`src/rtl/lcd_scan_pkg.sv`:
```
package lcd_scan_pkg;
  // Default panel geometry and register width
  localparam int unsigned DEF_ROWS = 68;
  localparam int unsigned DEF_NW   = 8;

  typedef enum logic {
    AC_PER_FRAME  = 1'b0,
    AC_PER_GROUP  = 1'b1
  } ac_mode_e;
endpackage

```
`src/rtl/lcd_row_counter.sv`:
```
module lcd_row_counter #(
  parameter int unsigned ROWS  = lcd_scan_pkg::DEF_ROWS,
  localparam int unsigned ROW_W = $clog2(ROWS)
) (
  input  logic             clk,
  input  logic             rst_n,
  input  logic             step,
  output logic [ROW_W-1:0] row,
  output logic             last_row,
  output logic             frame_sync
);
  localparam logic [ROW_W-1:0] ROW_MAX = ROW_W'(ROWS - 1);

  logic [ROW_W-1:0] row_q, row_d;
  logic             sync_q, sync_d;

  assign last_row = (row_q == ROW_MAX);

  always_comb begin
    row_d  = last_row ? '0 : row_q + 1'b1;
    sync_d = last_row;
  end

  always_ff @(posedge clk or negedge rst_n) begin
    if (!rst_n) begin
      row_q  <= '0;
      sync_q <= 1'b1;
    end else if (step) begin
      row_q  <= row_d;
      sync_q <= sync_d;
    end
  end

  assign row        = row_q;
  assign frame_sync = sync_q;
endmodule

```
`src/rtl/lcd_ac_gen.sv`:
```
module lcd_ac_gen #(
  parameter int unsigned NW = lcd_scan_pkg::DEF_NW
) (
  input  logic          clk,
  input  logic          rst_n,
  input  logic          step,
  input  logic          wrap,
  input  logic [NW-1:0] n_in,
  input  logic          en_in,
  output logic          ac
);
  import lcd_scan_pkg::*;

  ac_mode_e      mode_q, mode_d;
  logic [NW-1:0] size_q, size_d;
  logic [NW-1:0] cnt_q, cnt_d;
  logic          ac_q, ac_d;
  logic          hit, flip;

  always_comb begin
    hit    = (cnt_q == size_q);
    if (wrap)
      flip = (mode_q == AC_PER_GROUP) ? hit : 1'b1;
    else
      flip = (mode_q == AC_PER_GROUP) && hit;
    cnt_d  = (wrap || ((mode_q == AC_PER_GROUP) && hit)) ? '0 : cnt_q + 1'b1;
    ac_d   = ac_q ^ flip;
    mode_d = wrap ? ac_mode_e'(en_in) : mode_q;
    size_d = wrap ? n_in : size_q;
  end

  always_ff @(posedge clk or negedge rst_n) begin
    if (!rst_n) begin
      mode_q <= AC_PER_FRAME;
      size_q <= '0;
      cnt_q  <= '0;
      ac_q   <= 1'b0;
    end else if (step) begin
      mode_q <= mode_d;
      size_q <= size_d;
      cnt_q  <= cnt_d;
      ac_q   <= ac_d;
    end
  end

  assign ac = ac_q;
endmodule

```
`src/rtl/lcd_scan_timing.sv`:
```
module lcd_scan_timing #(
  parameter int unsigned ROWS  = lcd_scan_pkg::DEF_ROWS,
  parameter int unsigned NW    = lcd_scan_pkg::DEF_NW,
  localparam int unsigned ROW_W = $clog2(ROWS)
) (
  input  logic             clk,
  input  logic             rst_n,
  input  logic             line_pulse,
  input  logic [NW-1:0]    nline_val,
  input  logic             nline_en,
  output logic [ROW_W-1:0] row_addr,
  output logic             frame_sync,
  output logic             ac_flip,
  output logic             latch_stb
);
  // Reset: asserted asynchronously, released through two flops
  logic [1:0] rst_pipe_q;
  logic       rst_sync_n;

  always_ff @(posedge clk or negedge rst_n) begin
    if (!rst_n) rst_pipe_q <= 2'b00;
    else        rst_pipe_q <= {rst_pipe_q[0], 1'b1};
  end
  assign rst_sync_n = rst_pipe_q[1];

  logic last_row;
  logic wrap;

  lcd_row_counter #(.ROWS(ROWS)) u_rows (
    .clk        (clk),
    .rst_n      (rst_sync_n),
    .step       (line_pulse),
    .row        (row_addr),
    .last_row   (last_row),
    .frame_sync (frame_sync)
  );

  assign wrap = line_pulse && last_row;

  lcd_ac_gen #(.NW(NW)) u_ac (
    .clk   (clk),
    .rst_n (rst_sync_n),
    .step  (line_pulse),
    .wrap  (wrap),
    .n_in  (nline_val),
    .en_in (nline_en),
    .ac    (ac_flip)
  );

  // Latch strobe follows the strobe edge by one clock
  logic latch_q, latch_d;
  always_comb latch_d = line_pulse;
  always_ff @(posedge clk or negedge rst_sync_n) begin
    if (!rst_sync_n) latch_q <= 1'b0;
    else             latch_q <= latch_d;
  end
  assign latch_stb = latch_q;
endmodule

```
`config.mk`:
```
export PLATFORM = sky130hd
export DESIGN_NAME = lcd_scan_timing
export DESIGN_NICKNAME = d
export VERILOG_FILES = /design/src/rtl/lcd_scan_pkg.sv /design/src/rtl/lcd_row_counter.sv /design/src/rtl/lcd_ac_gen.sv /design/src/rtl/lcd_scan_timing.sv
export SDC_FILE = /design/constraint.sdc
export NUM_CORES = 1
export LEC_CHECK = 0
export BUFFER_PORTS_ARGS = -buffer_cell sky130_fd_sc_hd__buf_2
export CAP_MARGIN = 30
export CORE_MARGIN = 2
export CORE_UTILIZATION = 58
export DETAILED_ROUTE_END_ITERATION = 10
export GPL_TIMING_DRIVEN = 0
export MAX_ROUTING_LAYER = met4
export PLACE_DENSITY = 0.82
export RECOVER_POWER = 100
export SLEW_MARGIN = 20
export SYNTH_ARGS = -nofsm -noshare
export SYNTH_HDL_FRONTEND = slang
export SYNTH_SLANG_ARGS = --single-unit
```
`constraint.sdc`:
```
create_clock -name clk -period 1.25 [get_ports clk]
set_input_delay 0.25 -clock clk [delete_from_list [all_inputs] [get_ports clk]]
set_output_delay 0.25 -clock clk [all_outputs]
set_load 0.02 [all_outputs]
```
==> Word-level counts from Yosys, hierarchy flattened <==
Cells that the tools add are included.
{ "totals": {"register_bits": 29, "out_inout_bits": 10, "word_cells": 21} }
{ "classes": {"n_addsub": 2, "n_eq_ne": 2, "n_mux": 4, "bitwise": 1, "n_reduce_logical": 4} }
{ "ops": {"columns": ["op", "count"], "rows": [
  ["8-bit by 1-bit adder with 8-bit output (second input constant)", 1],
  ["8-bit == test", 1],
  ["8-bit two-way mux", 1],
  ["7-bit by 1-bit adder with 7-bit output (second input constant)", 1],
  ["7-bit == test (second input constant)", 1],
  ["7-bit two-way mux", 1],
  ["1-bit logical AND", 2],
  ["1-bit two-way mux", 2],
  ["2-bit AND reduction", 1],
  ["1-bit logical OR", 1],
  ["1-bit bitwise XOR", 1]
]} }

==> Logic depth before layout (Yosys ltp) <==
Gate-level depths: netlist (run 1).
{ "depth": {"ltp_word": 4, "mapped_depth": 6, "mapped_depth_nobuf": 5} }

==> Modules after synthesis <==
From an unflattened synthesis (run 1), not the netlist that was laid out.
{ "unflattened": {"hier_cells": 118, "hier_area_um2": 1368.8} }
{ "by_module_without_submodules": {"columns": ["mod", "instances", "cells_per_inst", "area_each_um2", "seq_area_each_um2"], "rows": [
  ["lcd_ac_gen", 1, 81, 907.1, 450.4],
  ["lcd_row_counter", 1, 32, 376.6, 201.4],
  ["lcd_scan_timing", 1, 5, 85.1, 75.1]
]} }

==> Least setup slack after synthesis (run 1) <==
OpenSTA, ideal clock, no wires.
{ "synth_path": {"kind": "register to register", "start": "reg u_rows.row_q[0], in the netlist u_rows.row[0]", "end": "reg u_ac.ac_q, in the netlist u_ac.ac", "setup_time_ns": 0.126, "t_arrival_ns": 1.564, "required_time_ns": 1.124, "slack_ns": -0.440, "stages_incl_launch_ff": 6, "path_cell_list": "dfrtp_1 -> ha_1 -> nor4b_2 -> nand4b_1 -> or3b_1 -> o311a_1"} }
{ "synth_via": {"elab_chain_cells": 4} }
{ "synth_lines": {"columns": ["element", "line", "rtl"], "rows": [
  ["start: declaration", "lcd_row_counter.sv:14", "logic [ROW_W-1:0] row_q, row_d;"],
  ["start signal: assignment", "lcd_row_counter.sv:29", "row_q <= row_d;"],
  ["7-bit == test", "lcd_row_counter.sv:17", "assign last_row = (row_q == ROW_MAX);"],
  ["1-bit logical AND", "lcd_scan_timing.sv:38", "assign wrap = line_pulse && last_row;"],
  ["1-bit two-way mux", "lcd_ac_gen.sv:22", "if (wrap)"],
  ["1-bit bitwise XOR", "lcd_ac_gen.sv:27", "ac_d = ac_q ^ flip;"],
  ["end signal: assignment", "lcd_ac_gen.sv:37", "ac_q <= 1'b0;"],
  ["end signal: assignment", "lcd_ac_gen.sv:42", "ac_q <= ac_d;"],
  ["end: declaration", "lcd_ac_gen.sv:17", "logic ac_q, ac_d;"]
]} }
No other way between the ends.
A chain may end at the register's enable or synchronous reset.

==> Worst setup path in the final report (run 1) <==
{ "layout_path": {"start": "reg u_ac.cnt_q[1]", "end": "reg u_ac.ac_q, in the netlist u_ac.ac"} }
{ "layout_via": {"elab_chain_cells": 4, "elab_cells_between_ends": 5} }
{ "layout_lines": {"columns": ["element", "line", "rtl"], "rows": [
  ["start: declaration", "lcd_ac_gen.sv:16", "logic [NW-1:0] cnt_q, cnt_d;"],
  ["start signal: assignment", "lcd_ac_gen.sv:41", "cnt_q <= cnt_d;"],
  ["8-bit == test *", "lcd_ac_gen.sv:21", "hit = (cnt_q == size_q);"],
  ["1-bit two-way mux / 1-bit logical AND (equally long branches)", "lcd_ac_gen.sv:23, lcd_ac_gen.sv:25", null],
  ["1-bit two-way mux *", "lcd_ac_gen.sv:22", null],
  ["1-bit bitwise XOR *", "lcd_ac_gen.sv:27", null]
]} }
Mark *: on every way between the ends. The rest lies on a longest branch, timed or not.

==> results_dict.tcl, run 1 <==
set metrics [dict create \
    diodes 0 \
    dp_slack_ns -0.4927 \
    grt_max_degree 15 \
    synth-main-ff-cell "dfrtp_1" \
    synthArstFlopShare_pct 100.0 \
    cp.arrival_ns 1.96 \
    clkSinkCount 29 \
    start_util_pct 61.22 \
    ys_seq_elements 29 \
    place_hpwl_um 1995 \
    cts_made_buffers 5 \
    finalSetupTns_ns -8.177 \
    fp-row-count 17 \
    vias 1095 \
    placed_area_sq_mm 0.001535 \
    cp-startpoint "u_ac.cnt_q[1]" \
    finalSetupViolations 24 \
    ios 22 \
    crit_path_max_fanout 6 \
    critical_path_class "reg2reg" \
    setup_ws_ns -0.5037 \
    fmax_ghz 0.5702 \
    synth_enable_flop_cells 0 \
    maxCapViolCount 0 \
    fin_crit_sh_pct 140.3 \
    clk_latency_ns 0.33 \
    fin_nets 167 \
    drtIter0Drc 61 \
    worstHoldEndpoint "latch_stb" \
    reg2regPathDepth 4 \
    routabilityCongestion 0.8646 \
    rrSetupSlack_ns -0.50 \
    avgSynthCellArea_sq_um 11.66 \
    drtAntennaViolNets 0 \
    status "finished, violations left" \
    drive_gt1_share_pct 44.81 \
    ys_warn_count 0 \
    port_buffers 21 \
    min-delay-start "line_pulse" \
    synth_cell_type_count 30 \
    cts_tree "done" \
    drtPass1Iterations 4 \
    nFillCells 133 \
    period_minus_slack_ns 1.754 \
    syn_to_final_growth_pct 31.81 \
    worstMarginPinSlew_ns 0.5831 \
    report.final.slew_viol_count 0 \
    die-height_um 52.09 \
    critPathMaxStageDelay_ns 0.56 \
    finClkSkew_ns 0.01245 \
    gr-total-overflow 0 \
    slew_headroom_pct 61.12 \
    wl_um 3337 \
    crit_path_top_delay_cell "or4_1" \
    grt_pass1_vias 1077 \
    die_area_sq_mm 0.002713 \
    clk_pin_slew_worst_paths_ns 0.09 \
    hold_depth 1 \
    reg2reg_from "u_ac.cnt_q[1]" \
    violations "negative setup slack" \
    synth.cell_area_sq_mm 0.001341 \
    via_per_inst 6.016 \
    stdcell_area_sq_mm 0.001768 \
    end_kind "register" \
    yosysSeqAreaShare_pct 54.20 \
    crit_required_ns 1.45 \
    worstPathCellList "xnor2_1, nand2_1, or4_1, o311a_1" \
    cp-start-kind "register" \
    cts-root-buf "clkbuf_4" \
    p_leak_nw 0.8034 \
    avgRoutedWirePerCell_um 18.34 \
    syn_inst 115 \
    core_area_sq_mm 0.002191 \
    rsz0062_at_grt "true" \
    ir_drop_mv 1.474 \
    powerDensity_mw_per_mm2 1576 \
    r2r_end "u_ac.ac" \
    hold_class "in2reg" \
    grt_usage_pct 26.84 \
    syn_nets 129 \
    die_w_um 52.09 \
    drc 0 \
    cts_buffer_depth 2 \
    timing.final.hold_violations 0 \
    cts_htree_levels 2 \
    grt_pass1_wl_um 4905 \
    antenna_found_initial 0 \
]
-- stage by stage --
stage / power [mW] / hold WS, ns / utilization, % / cells
finish: 2.786 / 0.08442 / 80.70 / 182
global placement: 1.911 / 0.03425 / 69.39 / 164
floorplan: 1.742 / -0.04559 / - / 115
CTS: 2.665 / 0.04508 / 77.38 / 179
global route: 2.919 / 0.05480 / 80.70 / 182
detailed placement: 1.970 / 0.03591 / 70.07 / 165
-- sequential cells by signal, indices dropped and copies added (netlist names) --
| register | flops |
|---|---|
| latch_stb | 1 |
| rst_pipe_q | 2 |
| u_ac.ac | 1 |
| u_ac.cnt_q | 8 |
| u_ac.mode_q | 1 |
| u_ac.size_q | 8 |
| u_rows.frame_sync | 1 |
| u_rows.row | 7 |
-- worst max path at each step --
stage	to	slack [ns]	cells past startpoint
after floorplan	u_ac.ac	-0.27	5
after detailed placement	u_ac.ac	-0.49	4
after global placement	u_ac.ac	-0.37	4
final	u_ac.ac	-0.50	4
after CTS	u_ac.ac	-0.37	5
after global routing	u_ac.ac	-0.53	4
-- cells in the mapped netlist, types with 2 or more instances --
cell	n	share of area (%)
dfrtp_1	28	52
xnor2_1	11	7.2
mux2_2	10	8.4
nand3_1	9	3.4
nor2_1	8	2.2
nand2_1	6	1.7
nor3_1	4	1.5
nor4_1	4	1.9
xor2_1	4	2.6
a21o_1	3	1.7
and3_1	3	1.4
nand4_1	3	1.4
ha_1	2	1.9
nand3b_1	2	1.1
o21ai_0	2	0.75
o2bb2ai_1	2	1.3
-- placed cells by master (no fill, tap or decap), drive strengths merged, types with 6 or more instances in the layout --
| cell | n |
|---|---|
| buf | 27 |
| clkbuf | 14 |
| dfrtp | 28 |
| mux2 | 10 |
| nand2 | 6 |
| nand3 | 9 |
| nor2 | 8 |
| xnor2 | 11 |
-- critical path: cells and delay by family (launching register included) --
| family | cells | cell delay (ns) |
|---|---|---|
| XOR/XNOR | 1 | 0.23 |
| AND/OR/NAND/NOR | 2 | 0.75 |
| flip-flops | 1 | 0.51 |
| AO/OA/AOI/OAI | 1 | 0.14 |
-- per-layer routing --
metal	part of all wire (%)	GRT usage (%)
met5	0	-
met2	50	41.77
met4	5.2	20.61
met3	7.7	6.897
met1	37	29.31
-- cell families (layout without fill, tap and decap cells) --
group	count (synthesis)	after routing	share of synthesized area [%]
AND/OR/NAND/NOR	45	45	18.75
flip-flops	29	29	54.20
XOR/XNOR	15	15	9.794
multiplexers	11	11	9.142
AO/OA/AOI/OAI	8	8	4.478
buffers and inverters	4	43	1.492
adder cells (fa/ha/maj)	2	2	1.865
other	1	1	0.2796
-- power breakdown --
part | switching, mW | total (mW) | internal (mW)
registers | 0.269 | 1.36 | 1.09
logic | 0.410 | 0.836 | 0.427
clock network | 0.309 | 0.586 | 0.277
-- timing repair --
item                                    in CTS  in global routing
gates resized for setup                     11                 14
endpoints found under the setup margin      24                 24
pin swaps                                    4                  2
hold buffers                                 1                  0
endpoints found under the hold margin        2                  0
buffers inserted                             5                  3
-- final cells by class --
| class | instances | area (sq um) | share of cell area, % |
|---|---|---|---|
| well taps | 28 | 35.03 | 1.982 |
| clock buffers | 8 | 58.81 | 3.326 |
| flip-flops and latches | 29 | 735.7 | 41.61 |
| multi-input cells | 82 | 718.2 | 40.62 |
| inverters | 1 | 3.754 | 0.2123 |
| plain buffers | 3 | 20.02 | 1.132 |
| repair buffers | 31 | 196.4 | 11.11 |
(Power assumes the default switching activity.)
==> run 2: changes to the inputs <==
--- a/config.mk
+++ b/config.mk
@@ -7,6 +7,7 @@
 export LEC_CHECK = 0
 export BUFFER_PORTS_ARGS = -buffer_cell sky130_fd_sc_hd__buf_2
 export CAP_MARGIN = 30
+export CORE_ASPECT_RATIO = 1.75
 export CORE_MARGIN = 2
 export CORE_UTILIZATION = 58
 export DETAILED_ROUTE_END_ITERATION = 10
==> run 2 against run 1 <==
The flow still finishes with violations (negative setup slack). Clock skew down 0.0018 ns. Largest power group unchanged. Wire length up 14%. Hold slack worse by 0.019 ns. Clock power up 74%. Critical endpoint is now u_ac.cnt_q[6]. Combinational power up 26%.
==> results_dict.tcl, run 2 (synthesis gave the netlist of run 1 again) <==
set metrics [dict create \
    status "finished, violations left" \
    powerDensity_mw_per_mm2 1751 \
    place_hpwl_um 2017 \
    slew_headroom_pct 62.47 \
    report.final.slew_viol_count 0 \
    power_frac_seq_pct 39.5 \
    end_kind "register" \
    period_minus_slack_ns 1.625 \
    hold_slack_ns 0.06504 \
    finalSetupViolations 23 \
    syn_to_final_growth_pct 45.52 \
    placed_area_sq_mm 0.001531 \
    grt_pass1_wl_um 5112 \
    wl_um 3814 \
    dp_slack_ns -0.3482 \
    grt_pass1_vias 1105 \
    diodes 0 \
    grt_usage_pct 29.59 \
    met2_usage_pct 49.01 \
    p_leak_nw 0.8787 \
    cp-start-kind "register" \
    nFillCells 108 \
    cts_buffer_depth 2 \
    antenna_found_initial 0 \
    globalRoute.busiestLayer "met2" \
    drtAntennaViolNets 0 \
    finClkSkew_ns 0.01060 \
    fp-row-count 23 \
    hold_class "in2reg" \
    fin_nets 176 \
    drive_gt1_share_pct 50.31 \
    cts-root-buf "clkbuf_8" \
    cp.arrival_ns 1.79 \
    cts_htree_levels 2 \
    p_clk_share_pct 29.9 \
    violations "negative setup slack" \
    timing.final.hold_violations 0 \
    setup_ws_ns -0.3749 \
    clk_pin_slew_worst_paths_ns 0.07 \
    drc 0 \
    cts_made_buffers 5 \
    globalRouteMet3Util_pct 8.553 \
    power_switching_mw 1.123 \
    crit_required_ns 1.42 \
    p_int_mw 2.295 \
    port_buffers 21 \
    fmax_ghz 0.6154 \
    layout_common_cells "19 x dfrtp_1, 14 x buf_4, 13 x buf_2, 10 x mux2_2, 9 x dfrtp_2" \
    rsz0062_at_grt "true" \
    routabilityCongestion 0.9497 \
    clk_latency_ns 0.30 \
    critical_path_class "reg2reg" \
    core_area_sq_mm 0.002245 \
    ir_drop_mv 1.188 \
    gr-total-overflow 0 \
    grt_max_degree 16 \
    final_common_cell "dfrtp_1" \
    die_area_sq_mm 0.002728 \
    fin_crit_sh_pct 130.0 \
    drtIter0Drc 47 \
    stdcell_area_sq_mm 0.001952 \
    use_met1_pct 29.40 \
    switching_share_pct 32.85 \
    ios 22 \
    avgRoutedWirePerCell_um 20.29 \
    vias 1140 \
    maxCapViolCount 0 \
    drtPass1Iterations 4 \
    clkSinkCount 29 \
    via_per_inst 6.064 \
    finalSetupTns_ns -6.335 \
    start_util_pct 59.75 \
    worstMarginPinSlew_ns 0.5630 \
    cts_tree "done" \
    die_w_um 40.35 \
    combPwrFrac_pct 30.6 \
    crit_path_max_fanout 4 \
    die-height_um 67.62 \
]
run 2: changes by cell type in the layout (fill, tap and decap cells not counted), moves of 2 or more:
cell	previous run	this run
buf_4	8	14
xnor2_4	0	2
buf_6	4	8
dfrtp_2	7	9
buf_2	15	13
dfrtp_1	21	19
clkbuf_4	5	0
clkbuf_8	1	6
xnor2_1	7	5
run 2: metal layers:
layer  vias up  share of wire, %
met5         -                 0
met4         0               4.4
met3        18               5.6
met2        52                57
met1       565                33
li1        505                 -
run 2: layout make-up:
type,count,area (sq um),share of cell area (%)
multi-input combinational,82,762.0,39.04
timing repair buffer,40,280.3,14.36
clock buffer,7,86.33,4.423
tap,25,31.28,1.603
clock inverter,1,30.03,1.538
sequential,29,738.2,37.82
inverter,1,3.754,0.1923
buffer,3,20.02,1.026
run 2: repair_timing:
item                                    CTS  global route
pin swaps                                 8            11
hold buffers                              1             0
resized for setup                        14            24
endpoints found under the hold margin     2             0
buffers inserted                          9             8
endpoints found under the setup margin   22            27
run 2: power by group through the flow:
stage,registers (mW),clock network (mW),logic [mW]
floorplan,1.41,0,0.337
global route,1.37,1.07,1.13
global placement,1.33,0,0.582
detailed placement,1.35,0,0.624
finish,1.35,1.02,1.05
CTS,1.31,1.01,0.829
run 2: through the flow:
step / std cells / total power, mW / util, %
after detailed placement: 162 / 1.969 / 68.23
final: 188 / 3.418 / 86.96
after global routing: 188 / 3.566 / 86.96
after floorplan: 115 / 1.742 / -
after CTS: 180 / 3.141 / 79.32
after global placement: 161 / 1.915 / 67.56
run 2: path summary, 6_finish.rpt:
check | startpoint | end | slack [ns] | cells after the start
hold / removal | line_pulse | latch_stb | 0.07 | 1
min in group asynchronous | rst_pipe_q[1] | latch_stb | 0.22 | 0
hold reg to reg | rst_pipe_q[1] | latch_stb | 0.22 | 0
max in group asynchronous | rst_pipe_q[1] | u_rows.frame_sync | 0.20 | 1
setup / recovery | u_ac.cnt_q[4] | u_ac.cnt_q[6] | -0.37 | 6
setup reg to reg | u_ac.cnt_q[4] | u_ac.cnt_q[6] | -0.37 | 6
run 2: critical path, cell delays in order, from the launching register on:
cell and delay [ns]:
dfrtp_1 0.43, xnor2_1 0.19, nand4_1 0.20, buf_6 0.19, nor4_4 0.24, buf_4 0.19, nor3_2 0.05
==> run 3: changes to the inputs <==
--- a/config.mk
+++ b/config.mk
@@ -13,7 +13,7 @@
 export DETAILED_ROUTE_END_ITERATION = 10
 export GPL_TIMING_DRIVEN = 0
 export MAX_ROUTING_LAYER = met4
-export PLACE_DENSITY = 0.82
+export PLACE_DENSITY = 0.87
 export RECOVER_POWER = 100
 export SLEW_MARGIN = 20
 export SYNTH_ARGS = -nofsm -noshare
==> run 3 against run 2 <==
The flow still finishes with violations (negative setup slack). Wire length shrank 0.37%. Clock skew is 0.0028 ns higher. Core utilization decreased by 1.6 points. Design area decreased by 1.8%. Die area stayed put. Cell count unchanged. Register-to-register slack lost 0.05 ns. Non-clock buffer count did not move. Critical path depth is the same. Critical path type unchanged. Largest power group unchanged.
==> results_dict.tcl, run 3 (synthesis gave the netlist of run 1 again) <==
set metrics [dict create \
    status "finished, violations left" \
    violations "negative setup slack" \
    antenna_found_initial 0 \
    clk_latency_ns 0.29 \
    min-delay-start "line_pulse" \
    cp-startpoint "u_ac.cnt_q[6]" \
    fin_crit_sh_pct 133.7 \
    cts_htree_levels 2 \
    report.final.slew_viol_count 0 \
    ir_drop_mv 1.326 \
    avgRoutedWirePerCell_um 20.21 \
    final_common_cell "dfrtp_1" \
    finalSetupViolations 23 \
    reg2reg_from "u_ac.cnt_q[6]" \
    via_per_inst 6.000 \
    multi_input_area_sq_um 752.0 \
    slew_headroom_pct 60.63 \
    vias 1128 \
    period_minus_slack_ns 1.671 \
    cp-start-kind "register" \
    critical_path_class "reg2reg" \
    gr-total-overflow 0 \
    start_util_pct 59.75 \
    p_clk_share_pct 26.9 \
    wl_um 3800 \
    register_area_sq_um 738.2 \
    place_hpwl_um 2008 \
    grt_usage_pct 29.59 \
    routabilityCongestion 0.8997 \
    switching_share_pct 34.60 \
    die-height_um 67.62 \
    drtAntennaViolNets 0 \
    grt_pass1_wl_um 5030 \
    p_leak_nw 0.8768 \
    setup_ws_ns -0.4207 \
    drc 0 \
    nFillCells 112 \
    grt_max_degree 15 \
    finClkSkew_ns 0.01339 \
    cts_buffer_depth 2 \
    die_w_um 40.35 \
    rsz0062_at_grt "true" \
    drtIter0Drc 29 \
    power_switching_mw 1.131 \
    cp.arrival_ns 1.83 \
    fp-row-count 23 \
    crit_path_max_fanout 4 \
    cts_tree "done" \
    timing.final.hold_violations 0 \
    clk_pin_slew_worst_paths_ns 0.07 \
    drive_gt1_share_pct 54.60 \
    powerDensity_mw_per_mm2 1706 \
    syn_to_final_growth_pct 42.91 \
    cts_made_buffers 5 \
    cts-root-buf "clkbuf_8" \
    crit_required_ns 1.41 \
    clkSinkCount 29 \
    fin_nets 176 \
    ios 22 \
    grt_pass1_vias 1090 \
    drtPass1Iterations 5 \
    power_frac_seq_pct 41.2 \
    port_buffers 21 \
    fmax_ghz 0.5986 \
    core_area_sq_mm 0.002245 \
    layout_common_cells "19 x dfrtp_1, 15 x buf_2, 15 x buf_4, 10 x mux2_2, 9 x dfrtp_2" \
    p_int_mw 2.138 \
    fin_util_pct 85.40 \
    end_kind "register" \
    maxCapViolCount 0 \
    die_area_sq_mm 0.002728 \
    p_total_mw 3.270 \
    combPwrFrac_pct 31.9 \
    worstMarginPinSlew_ns 0.5905 \
    hold_class "in2reg" \
    diodes 0 \
]
[run 3: power by group through the flow]
| stage | logic [mW] | registers [mW] | clock network, mW |
|---|---|---|---|
| global placement | 0.584 | 1.33 | 0 |
| CTS | 0.798 | 1.31 | 0.869 |
| finish | 1.04 | 1.35 | 0.878 |
| global route | 1.12 | 1.37 | 0.912 |
| floorplan | 0.337 | 1.41 | 0 |
| detailed placement | 0.627 | 1.34 | 0 |
[run 3: critical path, stage by stage (launching register included)]
cell and delay [ns]:
dfrtp_1 0.43, xnor2_2 0.20, nand4_1 0.21, buf_4 0.21, nor4_4 0.25, buf_4 0.20
nor3_2 0.05
[run 3: final cells by class]
class | instances | area share [%]
multi-input combinational | 82 | 39.23
timing repair buffer | 40 | 14.10
buffer | 3 | 1.044
clock buffer | 7 | 5.026
clock inverter | 1 | 0.2611
tap | 25 | 1.632
sequential | 29 | 38.51
inverter | 1 | 0.1958
[run 3: final timing paths]
kind | to | slack [ns] | depth (start not counted)
worst min-delay path | latch_stb | 0.09 | 1
min in group asynchronous | u_ac.ac | 0.24 | 0
worst min register to register | u_ac.ac | 0.24 | 0
max in group asynchronous | u_rows.frame_sync | 0.22 | 1
worst max register to register | u_ac.cnt_q[5] | -0.42 | 6
worst max-delay path | u_ac.cnt_q[5] | -0.42 | 6
[run 3: through the flow]
stage	cells	hold WS, ns	setup TNS, ns	cell area (sq um)	setup WS (ns)
floorplan	115	-0.04559	-3.812	1380	-0.2678
global placement	161	0.03441	-5.604	1516	-0.3494
detailed placement	162	0.03670	-6.475	1531	-0.3872
CTS	180	0.07339	-6.302	1757	-0.3390
global route	188	0.09709	-8.984	1917	-0.4871
finish	188	0.08532	-7.584	1917	-0.4207
[run 3: repair_timing]
| item | CTS | global route |
|---|---|---|
| pin swaps | 5 | 14 |
| gates cloned | 1 | 0 |
| resized for setup | 14 | 23 |
| buffers inserted | 8 | 8 |
| hold buffers | 1 | 0 |
| endpoints found under the hold margin | 2 | 0 |
| endpoints found under the setup margin | 22 | 25 |
[run 3: routing by layer]
layer,up-vias,part of all wire [%],global-route usage [%],wire length (um)
met5,-,0,-,0
met4,0,4.1,18.33,155
met3,14,4.2,8.224,160
met2,49,55,50.20,2080
met1,562,37,26.95,1404
li1,503,-,-,-
